[config.mk]
export PLATFORM = sky130hd
export DESIGN_NAME = uart_tx_core
export DESIGN_NICKNAME = d
export VERILOG_FILES = /design/src/rtl/uart_tx_pkg.sv /design/src/rtl/uart_tick_sel.sv /design/src/rtl/uart_hold_buf.sv /design/src/rtl/uart_framer.sv /design/src/rtl/uart_tx_core.sv
export SDC_FILE = /design/constraint.sdc
export NUM_CORES = 1
export LEC_CHECK = 0
export CAP_MARGIN = 30
export CORE_MARGIN = 2
export CORE_UTILIZATION = 40
export DETAILED_ROUTE_END_ITERATION = 10
export DONT_BUFFER_PORTS = 1
export GPL_ROUTABILITY_DRIVEN = 0
export GPL_TIMING_DRIVEN = 0
export PLACE_DENSITY_LB_ADDON = 0.12
export SKIP_LAST_GASP = 1
export SLEW_MARGIN = 20
export SYNTH_ARGS = -nofsm -noshare
export SYNTH_HDL_FRONTEND = slang
export SYNTH_SLANG_ARGS = --single-unit
[constraint.sdc]
create_clock -name clk -period 4.3 [get_ports clk]
set_input_delay 0.215 -clock clk [delete_from_list [all_inputs] [get_ports clk]]
set_output_delay 0.215 -clock clk [all_outputs]
set_load 0.1 [all_outputs]
[src/rtl/uart_tx_pkg.sv]
package uart_tx_pkg;

  typedef enum logic [1:0] {
    FMT_EIGHT = 2'b00,
    FMT_SEVEN = 2'b01,
    FMT_NINE  = 2'b10,
    FMT_LOOP  = 2'b11
  } fmt_e;

  typedef enum logic [1:0] {
    PAR_NONE = 2'b00,
    PAR_ODD  = 2'b01,
    PAR_EVEN = 2'b10,
    PAR_MARK = 2'b11
  } par_e;

  typedef struct packed {
    fmt_e fmt;
    par_e par;
    logic bit9;
    logic two_stop;
  } tx_cfg_t;

  // value of the appended parity bit for a given mode and data ones count
  function automatic logic parity_bit(par_e mode, logic ones_odd);
    case (mode)
      PAR_ODD:  parity_bit = ~ones_odd;
      PAR_EVEN: parity_bit = ones_odd;
      default:  parity_bit = 1'b1;
    endcase
  endfunction

endpackage

[src/rtl/uart_tick_sel.sv]
module uart_tick_sel #(
  parameter int SYNC_STAGES = 2
) (
  input  logic clk,
  input  logic rst_n,
  input  logic ext_sel,
  input  logic baud_tick,
  input  logic ext_clk,
  output logic tick
);
  localparam int TOP = SYNC_STAGES - 1;

  logic [SYNC_STAGES-1:0] sync_q;
  logic                   prev_q;
  logic                   ext_rise;

  generate
    if (SYNC_STAGES > 1) begin : g_chain
      always_ff @(posedge clk or negedge rst_n) begin
        if (!rst_n) sync_q <= '0;
        else        sync_q <= {sync_q[TOP-1:0], ext_clk};
      end
    end else begin : g_single
      always_ff @(posedge clk or negedge rst_n) begin
        if (!rst_n) sync_q <= '0;
        else        sync_q <= ext_clk;
      end
    end
  endgenerate

  always_ff @(posedge clk or negedge rst_n) begin
    if (!rst_n) prev_q <= 1'b0;
    else        prev_q <= sync_q[TOP];
  end

  assign ext_rise = sync_q[TOP] & ~prev_q;
  assign tick     = ext_sel ? ext_rise : baud_tick;
endmodule

[src/rtl/uart_hold_buf.sv]
module uart_hold_buf #(
  parameter int DATA_W = 8
) (
  input  logic              clk,
  input  logic              rst_n,
  input  logic              wr_valid,
  output logic              wr_ready,
  input  logic [DATA_W-1:0] wr_data,
  input  logic              take,
  output logic              full,
  output logic [DATA_W-1:0] data
);
  logic accept;

  assign wr_ready = ~full;
  assign accept   = wr_valid & ~full;

  always_ff @(posedge clk or negedge rst_n) begin
    if (!rst_n) begin
      full <= 1'b0;
      data <= '0;
    end else begin
      if (accept) begin
        full <= 1'b1;
        data <= wr_data;
      end else if (take) begin
        full <= 1'b0;
      end
    end
  end
endmodule

[src/rtl/uart_framer.sv]
module uart_framer
  import uart_tx_pkg::*;
#(
  parameter int DATA_W = 8,
  parameter int OVS    = 4
) (
  input  logic              clk,
  input  logic              rst_n,
  input  logic              tick,
  input  logic              hold_full,
  input  logic [DATA_W-1:0] hold_data,
  input  tx_cfg_t           cfg,
  output logic              take,
  output logic              busy,
  output logic              line
);
  localparam int FRAME_W = DATA_W + 4;
  localparam int LEN_W   = $clog2(FRAME_W + 1);
  localparam int SUB_W   = (OVS > 1) ? $clog2(OVS) : 1;
  localparam logic [SUB_W-1:0] SUB_LAST = SUB_W'(OVS - 1);

  logic [FRAME_W-1:0] sh_q, vec;
  logic [LEN_W-1:0]   left_q, len;
  logic [SUB_W-1:0]   sub_q;
  logic               step, last;

  // frame assembly from the live configuration; captured when taken
  always_comb begin
    int   nd;
    logic seven, nine, has_par, extra_on, extra_val, ones;
    seven   = (cfg.fmt == FMT_SEVEN);
    nine    = (cfg.fmt == FMT_NINE) || (cfg.fmt == FMT_LOOP);
    nd      = seven ? DATA_W - 1 : DATA_W;
    has_par = !nine && (cfg.par != PAR_NONE);
    ones    = seven ? ^hold_data[DATA_W-2:0] : ^hold_data;
    extra_on  = nine | has_par;
    extra_val = nine ? cfg.bit9 : parity_bit(cfg.par, ones);
    vec    = '1;
    vec[0] = 1'b0;
    for (int i = 0; i < DATA_W; i++) begin
      if (i < nd) vec[1 + i] = hold_data[i];
    end
    if (extra_on) vec[1 + nd] = extra_val;
    len = LEN_W'(1 + nd + (extra_on ? 1 : 0) + (cfg.two_stop ? 2 : 1));
  end

  assign step = busy & tick & (sub_q == SUB_LAST);
  assign last = step & (left_q == LEN_W'(1));
  assign take = hold_full & (~busy | last);

  always_ff @(posedge clk or negedge rst_n) begin
    if (!rst_n) begin
      sh_q   <= '1;
      left_q <= '0;
      sub_q  <= '0;
      busy   <= 1'b0;
    end else if (take) begin
      sh_q   <= vec;
      left_q <= len;
      sub_q  <= '0;
      busy   <= 1'b1;
    end else if (step) begin
      sh_q   <= {1'b1, sh_q[FRAME_W-1:1]};
      left_q <= left_q - LEN_W'(1);
      sub_q  <= '0;
      if (left_q == LEN_W'(1)) busy <= 1'b0;
    end else if (busy && tick) begin
      sub_q <= sub_q + SUB_W'(1);
    end
  end

  assign line = busy ? sh_q[0] : 1'b1;
endmodule

[src/rtl/uart_tx_core.sv]
module uart_tx_core
  import uart_tx_pkg::*;
#(
  parameter int DATA_W      = 8,
  parameter int OVS         = 4,
  parameter int SYNC_STAGES = 2
) (
  input  logic              clk,
  input  logic              rst_n,
  input  logic              in_valid,
  output logic              in_ready,
  input  logic [DATA_W-1:0] in_data,
  input  logic [1:0]        fmt,
  input  logic              bit9_par0,
  input  logic              par_sel1,
  input  logic              two_stop,
  input  logic              brk,
  input  logic              ext_clk_sel,
  input  logic              baud_tick,
  input  logic              ext_clk,
  output logic              txd,
  output logic              loop_txd,
  output logic              busy,
  output logic              buf_empty
);
  logic              tick, take, hold_full, line, loop_on, active;
  logic [DATA_W-1:0] hold_data;
  tx_cfg_t           cfg;

  assign cfg.fmt      = fmt_e'(fmt);
  assign cfg.par      = par_e'({par_sel1, bit9_par0});
  assign cfg.bit9     = bit9_par0;
  assign cfg.two_stop = two_stop;

  uart_tick_sel #(.SYNC_STAGES(SYNC_STAGES)) u_tick (
    .clk(clk), .rst_n(rst_n), .ext_sel(ext_clk_sel),
    .baud_tick(baud_tick), .ext_clk(ext_clk), .tick(tick)
  );

  uart_hold_buf #(.DATA_W(DATA_W)) u_buf (
    .clk(clk), .rst_n(rst_n), .wr_valid(in_valid), .wr_ready(in_ready),
    .wr_data(in_data), .take(take), .full(hold_full), .data(hold_data)
  );

  uart_framer #(.DATA_W(DATA_W), .OVS(OVS)) u_frm (
    .clk(clk), .rst_n(rst_n), .tick(tick), .hold_full(hold_full),
    .hold_data(hold_data), .cfg(cfg), .take(take), .busy(busy), .line(line)
  );

  assign buf_empty = ~hold_full;
  assign loop_on   = (cfg.fmt == FMT_LOOP);
  assign active    = brk ? 1'b0 : line;
  assign txd       = loop_on ? 1'b1 : active;
  assign loop_txd  = loop_on ? active : 1'b1;
endmodule

==> results of run 1 <==
[area by class of cell]
class / instances / share of cell area
multi-input combinational: 100 / 0.435
clock buffer: 6 / 0.0415
clock inverter: 2 / 0.00573
timing repair buffer: 3 / 0.0229
buffer: 6 / 0.0165
inverter: 10 / 0.0215
sequential: 29 / 0.423
tap: 48 / 0.0344
[Yosys cell counts (2+ instances only)]
cell type,instances
nor2_1,17
a21oi_1,12
a31oi_1,2
xnor3_1,2
mux2_2,10
xnor2_1,3
mux2i_1,10
o21ai_0,2
clkbuf_1,3
a22o_1,2
dfstp_2,10
inv_1,10
nand3_1,2
buf_2,2
ha_1,7
nand2_1,12
nand2b_1,4
nor3_1,2
dfrtp_1,19
[worst max-delay path, cell delays in order, from the launching register on]
cell and delay (ns):
dfrtp_1 0.92, buf_2 0.33, a21o_1 0.15, nand3_1 0.75
[what timing repair did]
item	in CTS	in global routing
endpoints found under the setup margin	0	0
hold endpoints to repair	30	0
hold buffers	3	0
[layout by cell type, fill, tap and decap left out, drive strengths merged, types with 2 or more instances in the layout]
cell type | Yosys | final
dfrtp | 19 | 19
nor2 | 17 | 17
a21oi | 13 | 13
nand2 | 12 | 12
mux2 | 11 | 11
inv | 10 | 10
mux2i | 10 | 10
dfstp | 10 | 10
clkbuf | 3 | 9
ha | 7 | 7
nand2b | 4 | 4
xnor2 | 4 | 4
buf | 3 | 4
nand3 | 2 | 2
a22o | 2 | 2
nor3 | 2 | 2
a31oi | 2 | 2
o21ai | 2 | 2
xnor3 | 2 | 2
clkinv | 0 | 2
dlygate4sd3 | 0 | 2
[worst max-delay path by stage]
stage	start	to	slack, ns	cells after the start
floorplan	u_frm.busy	loop_txd	2.01	3
global placement	u_frm.busy	u_frm.sh_q[9]	1.76	6
detailed placement	u_frm.busy	u_frm.sh_q[9]	1.79	6
CTS	u_frm.busy	loop_txd	1.62	3
global route	u_frm.busy	loop_txd	1.56	3
finish	u_frm.busy	loop_txd	1.64	3
[metal layers]
layer,GRT usage,routed length [µm],vias up
met5,0,0,-
met4,0.0689,53,0
met3,0.0524,123,7
met2,0.223,1340,19
met1,0.160,1280,489
li1,-,-,515
[where the power goes]
| part | internal (W) | leakage [nW] | switching [W] | total, W |
|---|---|---|---|---|
| clock network | 0.000112 | 0.0450 | 0.0000986 | 0.000210 |
| registers | 0.000413 | 0.327 | 0.0000818 | 0.000494 |
| logic | 0.000287 | 0.405 | 0.000222 | 0.000510 |
| total | 0.000811 | 0.777 | 0.000403 | 0.00121 |
[state kept, by name, indices dropped and copies added, names as in the netlist]
signal and cells:
u_buf.full 1, u_frm.sub_q 2, u_frm.left_q 4, u_frm.busy 1, u_tick.prev_q 1, u_frm.sh_q 10, u_buf.data 8, u_tick.sync_q 2
[per-stage QoR]
stage	utilization	hold WS [ns]	worst slack, ns
finish	0.470	0.0610	1.64
global route	0.470	0.0736	1.56
floorplan	-	-0.0806	2.01
detailed placement	0.437	-0.0799	1.79
global placement	0.437	-0.0799	1.76
CTS	0.470	0.0563	1.62
[logic make-up (layout without fill, tap and decap cells)]
kind of cell | count (synthesis) | after routing | synth area share
AO/OA/AOI/OAI | 23 | 23 | 0.0944
XOR/XNOR | 7 | 7 | 0.0616
adder cells (fa/ha/maj) | 8 | 8 | 0.0688
buffers and inverters | 16 | 27 | 0.0424
flip-flops | 29 | 29 | 0.472
multiplexers | 21 | 21 | 0.146
AND/OR/NAND/NOR | 41 | 41 | 0.115
==> flow_summary.yaml, run 1 <==
final_layout:
  nFillCells: 386
  num_antenna_cells: 0
  ff_latch_area_um2: 738
  multi_input_area_um2: 759
  syn2layout_area_growth_pct: 11.7
  final_cells: 204
  stdcell_area_um2: 1750
  drive_gt1_frac: 0.224
  nets: 183
synth:
  synth_cells: 145
  async_flop_share: 1.00
  synthDistinctLibCells: 33
  synth.avg_cell_area_um2: 10.8
  synthTopCellsByArea: "dfrtp_1, dfstp_2, mux2_2"
  yosysTopAreaCell: "dfrtp_1"
  syn_area_um2: 1560
  synth_top_area_frac: 0.304
  synth-seq-area-share: 0.472
  synth_seq_cells: 29
  synth_edf_count: 0
  syn_nets: 173
  ys.flop_type: "dfrtp_1"
  yosys_warnings: 0
timing:
  hold_violations: 0
  skew_ns: 0.00405
  drv_slew: 0
  slew_headroom: 0.314
  min_period_ns: 2.66
  setup-violations-final: 0
  worst_pin_slew_ns: 1.03
  finalSetupTns_ns: 0
  rsz0062_at_grt: "false"
  fin_crit_sh: 0.618
  fmax_mhz: 376
global_routing:
  antenna_found_initial: 0
  grt_pass1_vias: 1021
  grt_max_degree: 30
  grt_pass1_wl_mm: 4.40
  grt_remaining_overflow: 0
  grt_use_total: 0.138
floorplanning:
  die_h_um: 66.5
  fp.dieW_um: 66.5
  dieArea_um2: 4430
  rows: 22
  start_util: 0.421
  core_um2: 3720
  io_pins: 25
critical_path:
  r2r_start: "u_frm.busy"
  r2r_setup_slack_ns: 1.79
  endpoint_kind: "output pin"
  cp-start-kind: "flop"
  reg2reg_depth: 6
  criticalPathCategory: "flop to output pin"
  crit_required_ns: 4.09
  crit_fanout: 9
  cp.arrival_ns: 2.44
  r2r-end: "u_frm.sh_q[9]"
detailed_routing:
  firstDrtPassIters: 4
  drc: 0
  drtIter0Drc: 27
  wl_per_cell_um: 13.7
  via_per_inst: 5.05
  vias: 1030
  finalWirelength_mm: 2.79
  detail-route-antenna-nets: 0
hold_path:
  holdPathStages: 2
  hold_path_end: "u_buf.full"
  min_path_type: "input pin to flop"
  min_from: "in_valid"
cts:
  numCtsBuffers: 5
  cts_tree: "built"
  clkTransAtPathRegs_ns: 0.06
  cts_sinks: 29
  cts_setup_buffers: 0
  h-tree-depth: 2
  ctsLongestPathBuffers: 2
  clock-root-buffer: "clkbuf_8"
  clock_latency_ns: 0.28
  cts.repair.resized: 0
pwr:
  leakagePower_nw: 0.777
  p_total_w: 0.00121
  ir_drop_mv: 0.379
  power.density_nw_per_um2: 695
placement:
  placed_cells: 193
  dp_hpwl_mm: 2.04
  placed_area_um2: 1620
  io_buffers: 0
outcome:
  status: "complete, no violations"
run:
  drv_cap: 0
No activity file was read; power rests on OpenSTA's default activity.
==> inputs of run 2 (changes only) <==
- ABC_AREA: default -> 1
- clock period: 4.3 -> 2.6 ns (I/O delays scaled with it)
==> flow_summary.yaml, run 2 <==
final_layout:
  num_antenna_cells: 0
  layout_common_cells: "nand2_1, inv_1, dfrtp_1"
  syn2layout_area_growth_pct: 13.4
  largest_reg_flops: 10
  drive_gt1_frac: 0.153
  largestRegisters: "u_frm.sh_q x10, u_buf.data x8, u_frm.left_q x4"
  utilization: 0.484
  final_cells: 257
  layout_commonest_cell: "nand2_1"
  largest-register: "u_frm.sh_q"
  nets: 236
timing:
  hold_violations: 0
  slew_headroom: 0.332
  finalSetupTns_ns: 0
  drv_slew: 0
  timing.hold.ws_ns: 0.0162
  fmax_mhz: 428
  rsz0062_at_grt: "false"
  setup-violations-final: 0
  worst_pin_slew_ns: 1.00
  skew_ns: 0.00771
  min_period_ns: 2.34
  fin_crit_sh: 0.900
global_routing:
  grt_pass1_vias: 1302
  grt_use_total: 0.168
  grt_max_degree: 30
  grt_pass1_wl_mm: 5.70
  grt_remaining_overflow: 0
  antenna_found_initial: 0
critical_path:
  cp_slowest_cell: "dfrtp_1"
  criticalPathCategory: "flop to flop"
  crit_top_cell: "nand2_2"
  r2r_start: "u_frm.busy"
  r2r-end: "u_frm.left_q[0]"
  cp-start-kind: "flop"
  r2r_setup_slack_ns: 0.26
  crit_fanout: 8
  critPathCapture: "u_frm.left_q[0]"
  critPathMaxStageDelay_ns: 1.00
  crit_required_ns: 2.77
  cp.arrival_ns: 2.51
  path_cells: "o211ai_2 -> nor2_4 -> nand2_2 -> nand2_2 -> nand2_4 -> inv_2 -> o21ai_0 -> a21oi_1 -> inv_1"
  crit_path_start: "u_frm.busy"
  endpoint_kind: "flop"
  reg2reg_depth: 9
run:
  drv_cap: 0
cts:
  h-tree-depth: 2
  clock_latency_ns: 0.28
  cts_sinks: 29
  ctsLongestPathBuffers: 2
  cts_tree: "built"
  clock-root-buffer: "clkbuf_8"
  numCtsBuffers: 5
  clkTransAtPathRegs_ns: 0.06
detailed_routing:
  firstDrtPassIters: 4
  finalWirelength_mm: 3.18
  wl_per_cell_um: 12.4
  drc: 0
  vias: 1269
  via_per_inst: 4.94
  detail-route-antenna-nets: 0
  drtIter0Drc: 48
pwr:
  ir_drop_mv: 0.499
  leakagePower_nw: 0.899
  p_total_w: 0.00201
  power.density_nw_per_um2: 1110
placement:
  placed_cells: 246
  dp_hpwl_mm: 2.36
  io_buffers: 0
synth:
  synthTopCellsByArea: "dfrtp_1, dfstp_2, nand2_1"
  yosys.cell_count.top_type: "nand2_1"
  synthTopCellsByCount: "nand2_1, inv_1, dfrtp_1"
  synth.avg_cell_area_um2: 8.12
  syn_nets: 225
  yosysTopAreaCell: "dfrtp_1"
  synth_seq_cells: 29
  synthDistinctLibCells: 29
  syn_area_um2: 1600
  yosys_warnings: 0
  synth-seq-area-share: 0.462
  synth_edf_count: 0
  async_flop_share: 1.00
  synth_cells: 197
  synth_top_area_frac: 0.297
  ys.flop_type: "dfrtp_1"
outcome:
  status: "complete, no violations"
floorplanning:
  die_h_um: 67.2
  io_pins: 25
  core_um2: 3740
  rows: 22
  start_util: 0.427
  fp.dieW_um: 67.2
  dieArea_um2: 4520
hold_path:
  min_path_type: "input pin to flop"
==> run 2: changes by cell type after synthesis, sizes merged, moves of 3 or more <==
cell / change
nand2b: -4
mux2: -11
xnor2: -3
nand3: +12
mux2i: -10
o21ai: +10
inv: +23
o211ai: +4
o221ai: +3
nand2: +37
==> run 2: logic make-up (layout without fill, tap and decap cells) <==
family | after synthesis | in the layout | share of synthesized area
compound gates | 34 | 34 | 0.125
xor+xnor | 2 | 2 | 0.0110
fa+ha+maj | 8 | 8 | 0.0673
buf+inv | 38 | 50 | 0.0978
flops | 29 | 29 | 0.462
simple gates | 86 | 86 | 0.237
==> run 2: repair_timing <==
item	in CTS	in global routing
hold endpoints to repair	30	0
hold buffers	3	0
buffers inserted	0	0
resized for setup	1	0
setup endpoints to repair	1	0
==> run 2: power by group <==
part | switching, W | leakage [nW] | internal (W)
clock network | 0.000158 | 0.0455 | 0.000215
registers | 0.000103 | 0.317 | 0.000685
logic | 0.000577 | 0.537 | 0.000271
total | 0.000838 | 0.899 | 0.00117
==> run 2: critical path, delay by kind of cell, from the launching register on <==
family / cells / cell delay [ns]
AO/OA/AOI/OAI: 3 / 0.49
buffers and inverters: 2 / 0.19
AND/OR/NAND/NOR: 4 / 0.56
flip-flops: 1 / 1.00
==> run 2: metrics by stage <==
step | instance area (µm²) | setup slack (ns)
after floorplan | 1600 | 0.186
after global placement | 1660 | 0.0861
after detailed placement | 1680 | 0.231
after CTS | 1810 | 0.210
after global routing | 1810 | 0.0384
final | 1810 | 0.261
==> run 2: worst min path at each step <==
| stage | to | start | cells past startpoint |
|---|---|---|---|
| 4_1_cts | u_buf.data[6] | in_data[6] | 2 |
| 3_5_place_dp | u_buf.data[5] | rst_n | 0 |
| 2_1_floorplan | u_buf.data[0] | rst_n | 0 |
| 6_report | u_buf.data[6] | in_data[6] | 2 |
| 3_3_place_gp | u_buf.data[4] | rst_n | 0 |
| 5_1_grt | u_buf.data[4] | in_data[4] | 2 |
==> run 2: cell type report <==
cell class | instances | area (µm²)
Tap cell | 48 | 60.1
Fill cell | 390 | 1930
Inverter | 33 | 124
Buffer | 5 | 32.5
Multi-Input combinational cell | 130 | 713
Clock buffer | 8 | 90.1
Timing Repair Buffer | 4 | 55.1
Sequential cell | 29 | 738
==> run 2: metal layers <==
layer / wire [µm] / global-route usage
met5: 0 / 0
met2: 1630 / 0.278
met1: 1410 / 0.215
met3: 100 / 0.0450
met4: 39 / 0.0459
